`src/rtl/desc_chain_pkg.sv`:
```
package desc_chain_pkg;
  // Descriptor layout: order is defined behaviour, consumers decode by index
  localparam int DESC_WORDS = 8;
  localparam int W_CTRL   = 0;
  localparam int W_COUNT  = 1;
  localparam int W_SRC_LO = 2;
  localparam int W_SRC_HI = 3;
  localparam int W_DST_LO = 4;
  localparam int W_DST_HI = 5;
  localparam int W_NXT_LO = 6;
  localparam int W_NXT_HI = 7;

  typedef enum logic [1:0] {
    ST_IDLE  = 2'd0,
    ST_FETCH = 2'd1,
    ST_LOAD  = 2'd2
  } fetchState_t;

  // Strobes from control to datapath
  typedef struct packed {
    logic start;    // latch pointer and mode, clear word index
    logic capture;  // store read word, advance index
    logic load;     // copy staged descriptor to output registers
  } dpCmd_t;
endpackage

```
`src/rtl/desc_chain_dp.sv`:
```
module desc_chain_dp
  import desc_chain_pkg::*;
#(
  parameter int WORD_W     = 32,
  parameter int ALIGN_BITS = 3
) (
  input  logic                clk,
  input  logic                rstN,
  input  dpCmd_t              cmd,
  input  logic [2*WORD_W-1:0] curPtr,
  input  logic                wideAddr,
  input  logic [WORD_W-1:0]   rdData,
  output logic [2*WORD_W-1:0] rdAddr,
  output logic                lastWord,
  output logic                ptrZero,
  output logic                ptrMisaligned,
  output logic [WORD_W-1:0]   ldCtrl,
  output logic [WORD_W-1:0]   ldCount,
  output logic [2*WORD_W-1:0] ldSrc,
  output logic [2*WORD_W-1:0] ldDst,
  output logic [2*WORD_W-1:0] ldNext
);
  localparam int PTR_W      = 2 * WORD_W;
  localparam int BYTES      = WORD_W / 8;
  localparam int ADDR_SHIFT = $clog2(BYTES);
  localparam int IDX_W      = $clog2(DESC_WORDS);

  logic [PTR_W-1:0]  effPtr;
  logic [PTR_W-1:0]  basePtr;
  logic              wideLatch;
  logic [IDX_W-1:0]  wordIdx;
  logic [WORD_W-1:0] stage [DESC_WORDS];

  // Narrow mode discards the upper pointer half entirely
  assign effPtr        = wideAddr ? curPtr : {{WORD_W{1'b0}}, curPtr[WORD_W-1:0]};
  assign ptrZero       = (effPtr == '0);
  assign ptrMisaligned = |effPtr[ALIGN_BITS-1:0];
  assign lastWord      = (wordIdx == IDX_W'(DESC_WORDS - 1));
  assign rdAddr        = basePtr + (PTR_W'(wordIdx) << ADDR_SHIFT);

  always_ff @(posedge clk or negedge rstN) begin
    if (!rstN) begin
      basePtr   <= '0;
      wideLatch <= 1'b0;
      wordIdx   <= '0;
    end else if (cmd.start) begin
      basePtr   <= effPtr;
      wideLatch <= wideAddr;
      wordIdx   <= '0;
    end else if (cmd.capture) begin
      wordIdx   <= wordIdx + 1'b1;
    end
  end

  generate
    for (genvar w = 0; w < DESC_WORDS; w++) begin : g_stage
      always_ff @(posedge clk or negedge rstN) begin
        if (!rstN)                                       stage[w] <= '0;
        else if (cmd.capture && wordIdx == IDX_W'(w))    stage[w] <= rdData;
      end
    end
  endgenerate

  // Output registers: all change on the same edge. The final word is
  // taken straight from rdData since it is captured on the same edge.
  logic [WORD_W-1:0] lastHi;
  logic [WORD_W-1:0] hiMask;
  assign lastHi = rdData;
  assign hiMask = wideLatch ? {WORD_W{1'b1}} : '0;

  always_ff @(posedge clk or negedge rstN) begin
    if (!rstN) begin
      ldCtrl  <= '0;
      ldCount <= '0;
      ldSrc   <= '0;
      ldDst   <= '0;
      ldNext  <= '0;
    end else if (cmd.load) begin
      ldCtrl  <= stage[W_CTRL];
      ldCount <= stage[W_COUNT];
      ldSrc   <= {stage[W_SRC_HI] & hiMask, stage[W_SRC_LO]};
      ldDst   <= {stage[W_DST_HI] & hiMask, stage[W_DST_LO]};
      ldNext  <= {lastHi & hiMask, stage[W_NXT_LO]};
    end
  end

  // narrow mode never produces a nonzero upper half
  p_narrow_hi_zero_r5: assert property (@(posedge clk) disable iff (!rstN)
    (cmd.load && !wideLatch) |=> (ldSrc[PTR_W-1:WORD_W] == '0 &&
                                  ldDst[PTR_W-1:WORD_W] == '0 &&
                                  ldNext[PTR_W-1:WORD_W] == '0));

  // outputs only move on a load
  p_hold_outputs_r4: assert property (@(posedge clk) disable iff (!rstN)
    !cmd.load |=> ($stable(ldCtrl) && $stable(ldSrc) && $stable(ldNext)));
endmodule

```
`src/rtl/desc_chain_ctrl.sv`:
```
module desc_chain_ctrl
  import desc_chain_pkg::*;
(
  input  logic   clk,
  input  logic   rstN,
  input  logic   tcPulse,
  input  logic   rdAck,
  input  logic   rdErr,
  input  logic   lastWord,
  input  logic   ptrZero,
  input  logic   ptrMisaligned,
  output dpCmd_t cmd,
  output logic   rdReq,
  output logic   ldStrobe,
  output logic   chainDone,
  output logic   chainErr
);
  fetchState_t state, stateNext;
  logic        acceptTc;
  logic        goodWord;
  logic        badWord;

  assign acceptTc = (state == ST_IDLE) && tcPulse;
  assign goodWord = (state == ST_FETCH) && rdAck && !rdErr;
  assign badWord  = (state == ST_FETCH) && rdAck && rdErr;

  always_comb begin
    stateNext   = state;
    cmd         = '0;
    unique case (state)
      ST_IDLE: begin
        if (acceptTc && !ptrZero && !ptrMisaligned) begin
          cmd.start = 1'b1;
          stateNext = ST_FETCH;
        end
      end
      ST_FETCH: begin
        if (badWord) begin
          stateNext = ST_IDLE;
        end else if (goodWord) begin
          cmd.capture = 1'b1;
          if (lastWord) begin
            cmd.load  = 1'b1;
            stateNext = ST_LOAD;
          end
        end
      end
      ST_LOAD:  stateNext = ST_IDLE;
      default:  stateNext = ST_IDLE;
    endcase
  end

  always_ff @(posedge clk or negedge rstN) begin
    if (!rstN) begin
      state     <= ST_IDLE;
      chainDone <= 1'b0;
      chainErr  <= 1'b0;
    end else begin
      state     <= stateNext;
      chainDone <= acceptTc && ptrZero;
      chainErr  <= (acceptTc && !ptrZero && ptrMisaligned) || badWord;
    end
  end

  assign rdReq    = (state == ST_FETCH);
  assign ldStrobe = (state == ST_LOAD);

  // an errored read ends the fetch with an error pulse
  p_err_stops_r9: assert property (@(posedge clk) disable iff (!rstN)
    (rdReq && rdAck && rdErr) |=> (!rdReq && chainErr && !ldStrobe));

  // completion never overlaps a load or an error
  p_done_exclusive_r8: assert property (@(posedge clk) disable iff (!rstN)
    $onehot0({ldStrobe, chainDone, chainErr}));

  // single-cycle strobe
  p_strobe_single_r4: assert property (@(posedge clk) disable iff (!rstN)
    ldStrobe |=> !ldStrobe);

  // a pulse during fetch does not restart or end it
  p_tc_ignored_r11: assert property (@(posedge clk) disable iff (!rstN)
    (rdReq && tcPulse && !rdAck) |=> (rdReq && !chainDone && !chainErr));
endmodule

```
`src/rtl/desc_chain_fetcher.sv`:
```
module desc_chain_fetcher
  import desc_chain_pkg::*;
#(
  parameter int WORD_W     = 32,
  parameter int ALIGN_BITS = 3
) (
  input  logic                clk,
  input  logic                rstN,
  input  logic                tcPulse,
  input  logic [2*WORD_W-1:0] curPtr,
  input  logic                wideAddr,
  output logic                rdReq,
  output logic [2*WORD_W-1:0] rdAddr,
  input  logic                rdAck,
  input  logic [WORD_W-1:0]   rdData,
  input  logic                rdErr,
  output logic                ldStrobe,
  output logic [WORD_W-1:0]   ldCtrl,
  output logic [WORD_W-1:0]   ldCount,
  output logic [2*WORD_W-1:0] ldSrc,
  output logic [2*WORD_W-1:0] ldDst,
  output logic [2*WORD_W-1:0] ldNext,
  output logic                chainDone,
  output logic                chainErr
);
  localparam int PTR_W = 2 * WORD_W;
  localparam int BYTES = WORD_W / 8;

  dpCmd_t cmd;
  logic   lastWord;
  logic   ptrZero;
  logic   ptrMisaligned;

  desc_chain_ctrl u_ctrl (
    .clk(clk), .rstN(rstN), .tcPulse(tcPulse), .rdAck(rdAck), .rdErr(rdErr),
    .lastWord(lastWord), .ptrZero(ptrZero), .ptrMisaligned(ptrMisaligned),
    .cmd(cmd), .rdReq(rdReq), .ldStrobe(ldStrobe),
    .chainDone(chainDone), .chainErr(chainErr)
  );

  desc_chain_dp #(.WORD_W(WORD_W), .ALIGN_BITS(ALIGN_BITS)) u_dp (
    .clk(clk), .rstN(rstN), .cmd(cmd), .curPtr(curPtr), .wideAddr(wideAddr),
    .rdData(rdData), .rdAddr(rdAddr), .lastWord(lastWord),
    .ptrZero(ptrZero), .ptrMisaligned(ptrMisaligned),
    .ldCtrl(ldCtrl), .ldCount(ldCount), .ldSrc(ldSrc), .ldDst(ldDst), .ldNext(ldNext)
  );

  // request and address held until acknowledged
  p_req_hold_r2: assert property (@(posedge clk) disable iff (!rstN)
    (rdReq && !rdAck) |=> (rdReq && $stable(rdAddr)));

  // consecutive reads step by one word
  p_addr_step_r2: assert property (@(posedge clk) disable iff (!rstN)
    (rdReq && rdAck && !rdErr) |=> (ldStrobe || rdAddr == $past(rdAddr) + PTR_W'(BYTES)));

  // a load follows a good acknowledge
  p_load_after_ack_r4: assert property (@(posedge clk) disable iff (!rstN)
    ldStrobe |-> $past(rdAck && !rdErr && rdReq));

  // word reads are word-aligned
  p_addr_aligned_r2: assert property (@(posedge clk) disable iff (!rstN)
    rdReq |-> (rdAddr[$clog2(BYTES)-1:0] == '0));
endmodule

```
`config.mk`:
```
export PLATFORM = sky130hd
export DESIGN_NAME = desc_chain_fetcher
export DESIGN_NICKNAME = d
export VERILOG_FILES = /design/src/rtl/desc_chain_pkg.sv /design/src/rtl/desc_chain_dp.sv /design/src/rtl/desc_chain_ctrl.sv /design/src/rtl/desc_chain_fetcher.sv
export SDC_FILE = /design/constraint.sdc
export NUM_CORES = 1
export LEC_CHECK = 0
export ABC_AREA = 0
export ABC_CLOCK_PERIOD_IN_PS = 4900
export BUFFER_PORTS_ARGS = -buffer_cell sky130_fd_sc_hd__buf_4
export CAP_MARGIN = 25
export CORE_MARGIN = 8
export CORE_UTILIZATION = 62
export CTS_BUF_LIST = sky130_fd_sc_hd__clkbuf_4
export DETAILED_ROUTE_END_ITERATION = 12
export PLACE_DENSITY = 0.95
export SYNTH_ARGS = -nofsm -noshare
export SYNTH_HDL_FRONTEND = slang
export SYNTH_HIERARCHICAL = 1
export SYNTH_SLANG_ARGS = --single-unit
```
`constraint.sdc`:
```
create_clock -name clk -period 4.9 [get_ports clk]
set_clock_uncertainty 0.1 [all_clocks]
set_input_delay 0.245 -clock clk [delete_from_list [all_inputs] [get_ports clk]]
set_output_delay 0.245 -clock clk [all_outputs]
set_load 0.05 [all_outputs]
```
# Word-level counts from Yosys, hierarchy flattened

Index checks and enable logic that the tools add are counted.

Register bits: 552
Latch bits: 0
Memory bits (writable): 0
Bits in read-only memories: 0
Bits of input ports: 102
Logic and storage cells: 75
Memories kept: 0

Add/sub/neg operators: 2
Multiply operators: 0
Divide/modulo/power cells: 0
Magnitude comparators: 0
Eq/ne operators: 12
Shift operators: 0
Multiplexer cells: 15
Bitwise gates (word level): 3
Reductions and logical operators: 25

Operators by type and width:

| operator                                                              | number |
|---|---|
| 32-bit AND                                                            | 3 |
| 64-bit by 5-bit adder with 64-bit output                              | 1 |
| 64-bit logical NOT                                                    | 1 |
| 64-bit two-way mux                                                    | 1 |
| 32-bit two-way mux                                                    | 1 |
| 1-bit logical AND                                                     | 15 |
| 2-bit two-way mux                                                     | 7 |
| 3-bit equality test, second input constant                            | 4 |
| 3-bit by 2-bit equality test with 1-bit output, second input constant | 2 |
| 3-bit two-way mux                                                     | 2 |
| 3-bit by 1-bit != test with 1-bit output, second input constant       | 2 |
| 2-bit one-hot mux with 2 select lines                                 | 1 |
| 3-bit by 1-bit adder with 3-bit output, second input constant         | 1 |
| 3-bit by 1-bit equality test with 1-bit output, second input constant | 1 |
| 1-bit logical NOT                                                     | 3 |
| 3-bit logical NOT                                                     | 1 |
| 1-bit two-way mux                                                     | 3 |
| 3-bit AND reduction                                                   | 1 |
| 3-bit OR reduction                                                    | 1 |
| 2-bit by 1-bit equality test with 1-bit output, second input constant | 1 |
| 2-bit equality test, second input constant                            | 1 |
| 2-bit logical NOT                                                     | 1 |
| 2-bit != test, second input constant                                  | 1 |
| 2-bit nonzero test                                                    | 1 |
| 1-bit logical OR                                                      | 1 |

# Logic depth before layout (Yosys ltp)

Depth after elaboration: 8
Mapped depth: 12

# Cells and area by module

The synthesis kept the hierarchy.

By module, submodules not included:

| module          | instances | cells each | area an instance (µm²) | seq. area each (µm²) |
|---|---|---|---|---|
| desc_chain_dp   | 1         | 1686       | 22197.5                | 13713.2 |
| desc_chain_ctrl | 1         | 20         | 217.7                  | 100.1 |

# Worst setup path before layout

No wires, ideal clock.

Path type: register to output
From: register u_dp.wordIdx[0]
To: output rdAddr[40]
Arrival time: 2.696 ns
Setup slack: 1.859 ns
Cell stages (with the launch flop): 9
Cell sequence: dfrtp_1 ha_1 inv_1 fa_1 nor2b_1 o211ai_1 nor4_4 nand4_1 xnor2_1

Longest elaborated chain between the ends: 1

Ends and longest elaborated chain:

| what                                     | RTL line                 | RTL |
|---|---|---|
| start: declaration                       | desc_chain_dp.sv:31      | `logic [IDX_W-1:0] wordIdx;` |
| start signal: assignment                 | desc_chain_dp.sv:51      | `wordIdx <= wordIdx + 1'b1;` |
| 64-bit by 5-bit adder with 64-bit output | desc_chain_dp.sv:39      | `assign rdAddr = basePtr + (PTR_W'(wordIdx) << ADDR_SHIFT);` |
| end: declaration                         | desc_chain_fetcher.sv:13 | `output logic [2*WORD_W-1:0] rdAddr,` |

Every way passes these cells.

# Final worst setup path

From: register u_dp.wordIdx[2]
To: output rdAddr[63]

Same word-level chain as after synthesis.

==> metrics <==
Tcrit/Tclk final 82.2%; row count 69; Ys Warns 6; first-pass GRT wire length 111000 um; multi-input logic area 0.00775 mm2; synthesized instance count 1706; max_cap viols 0; Lkg Pwr 14.6 nW; Port-buffer cells 425; Layout Utilization 81.7%; crit path time final 4030 ps; Clock transition at path regs 70 ps; Fin Setup TNS 0 ps; Fmax achieved 0.248 GHz; initial antenna violation count 2; top-count cell post-synth dfrtp_1; Core Area 0.0356 mm2; area delta synth->final 29.6%; relative slew slack 36.5%; actual slew at the worst max-slew pin 949 ps; Req. time, crit path 4550 ps; vias in the first global route 18843; TritonCTS buffer count 141; starting density of the core 63.0%; H-Tree Depth 4; # IOs 426; flops & latches, synth 552; ys flop type dfrtp_1; hold_buf cts 113; DR vias/cell 5.98; final setup violation count 0; Mapped Avg Cell Area 13.1 um2; Die Area 0.0425 mm2; Clock Latency Late Sink 840 ps; sequential fraction of the synthesis area 61.6%; Routed WL 72600 um; WL/cell 25.4 um; Setup CP Type reg -> out; Critical Path Fanout Max 15; Yosys cell types 47; Netlist Area Pre-Place 0.0224 mm2; syn nets 1818; Storage cell area 0.0138 mm2; HP Class in -> reg; VDD IR-drop max 0.706 mV; Final Slew Violations 0; all-layer global routing usage 34.2%; CP arrival 3680 ps; Starting DRT DRC Count 1464; largest net degree at the start of global routing 119; via count 17130; Final ANT Viol Nets 0; Layout Cells excl Fill 2863; CP Launch Type flip-flop; Fin. Hold Viols 0; power density cells 638 mW/mm2; GRT Residual Overflow 0; Cells after DPL 2521; Layout fillers 1813; Post-synth EDFFs 0; hpwl dp 43000 um; # Post-CTS Setup Buffers 0; layout cells sized above 1 45.7%; CTS tree yes; top cells by area, synth dfrtp_1 62%, mux2_2 21%, o21ai_0 2.9%; DRC 0; asr flop ratio synth 100%; CTS resizes 0; share of the synthesized area in the top cell type 61.6%; cell taking the most area after synthesis dfrtp_1; GP Congestion 0.910; chip height 206 um; root buf cell clkbuf_4; clock sink count 552; Nets 2428; Die W 206 um; clock buffer depth 3; RSZ-0062 raised after global routing no; outcome finished, final reports clean; DR pass1 iterations 5; Commonest cells post-synth 552 x dfrtp_1, 415 x mux2_2, 137 x inv_1; critical path capture point type output port
[path summary, 6_finish.rpt]
path | startpoint | to | slack, ps | cells after the start
max in group asynchronous | rstN | u_dp/basePtr[40]$_DFFE_PN0P_ | 3300 | 4
min | curPtr[44] | u_dp/basePtr[44]$_DFFE_PN0P_ | 90 | 4
min in group asynchronous | rstN | u_dp/ldDst[8]$_DFFE_PN0P_ | 380 | 3
max | u_dp/wordIdx[2]$_DFFE_PN0P_ | rdAddr[63] | 870 | 7
max reg2reg | u_dp/wordIdx[0]$_DFFE_PN0P_ | u_dp/ldSrc[28]$_DFFE_PN0P_ | 2150 | 5
min reg2reg | u_dp/stage[213]$_DFFE_PN0P_ | u_dp/ldCount[21]$_DFFE_PN0P_ | 370 | 1
[layout by cell type (no fill, tap or decap), types with 17 or more instances in the layout]
cell type	instances
nand2_1	61
nor3_1	17
nand3_1	108
dlygate4sd3_1	112
dfrtp_1	551
nor4_1	24
inv_1	137
o21ai_0	132
clkbuf_4	194
nand4_1	23
xnor2_1	49
mux2_2	415
buf_4	431
[worst max-delay path, cell delays in order (launching register included)]
cell,delay (ps)
dfrtp_1,500
ha_1,400
and3_1,210
o21a_1,230
nand4_2,450
nor4_1,650
xnor2_1,200
buf_4,230
[power by group]
| group | internal [mW] | leakage (nW) | total [mW] | switching (mW) |
|---|---|---|---|---|
| Clock | 2.08 | 1.01 | 3.97 | 1.89 |
| Combinational | 2.40 | 6.57 | 7.20 | 4.80 |
| Sequential | 6.07 | 6.97 | 7.37 | 1.30 |
[registers in the layout, summed over array words and instances, names as in the netlist, 2 cells and up]
| name | count |
|---|---|
| u_dp/ldCount | 32 |
| u_dp/ldSrc | 64 |
| u_dp/ldDst | 64 |
| u_dp/ldCtrl | 32 |
| u_dp/stage | 224 |
| u_dp/wordIdx | 3 |
| u_ctrl/state | 2 |
| u_dp/ldNext | 64 |
| u_dp/basePtr | 64 |
[kinds of logic (layout without fill, tap and decap cells)]
family	count (synthesis)	count (layout)	synth area share [%]
AOI/OAI and AO/OA	144	144	3.38
and+or+nand+nor	297	297	7.22
adders and majority gates	10	10	0.592
other	0	3	0
DFF	552	552	61.6
muxes	416	416	20.9
buffers and inverters	227	920	3.95
xor gates and xnor gates	60	60	2.34
[metrics by stage]
stage / setup slack [ps] / hold WS (ps) / instance area, um2 / power (mW)
finish: 873 / 94.4 / 29100 / 18.5
floorplan: 1860 / -151 / 22400 / 11.7
global route: 749 / 37.4 / 29100 / 19.2
global placement: 1580 / 274 / 26000 / 13.9
CTS: 871 / 2.46 / 29000 / 18.4
detailed placement: 1630 / 281 / 26200 / 14.2
[layer usage]
metal	vias to the layer above	GRT usage, %	share of wire (%)
li1	7179	-	-
met1	8622	39.9	36
met2	1064	56.9	50
met3	265	9.55	9.0
met4	0	19.0	5.2
met5	-	0	0
[cell type report]
type                    instances  area share (%)
well taps                     461            1.99
clock inverters                32           0.969
repair buffers                557            16.0
diodes                          3          0.0258
flip-flops and latches        552            47.6
clock buffers                 194            5.01
inverters                     137            1.77
multi-input cells             927            26.7
Power figures use the tool's default switching activity.
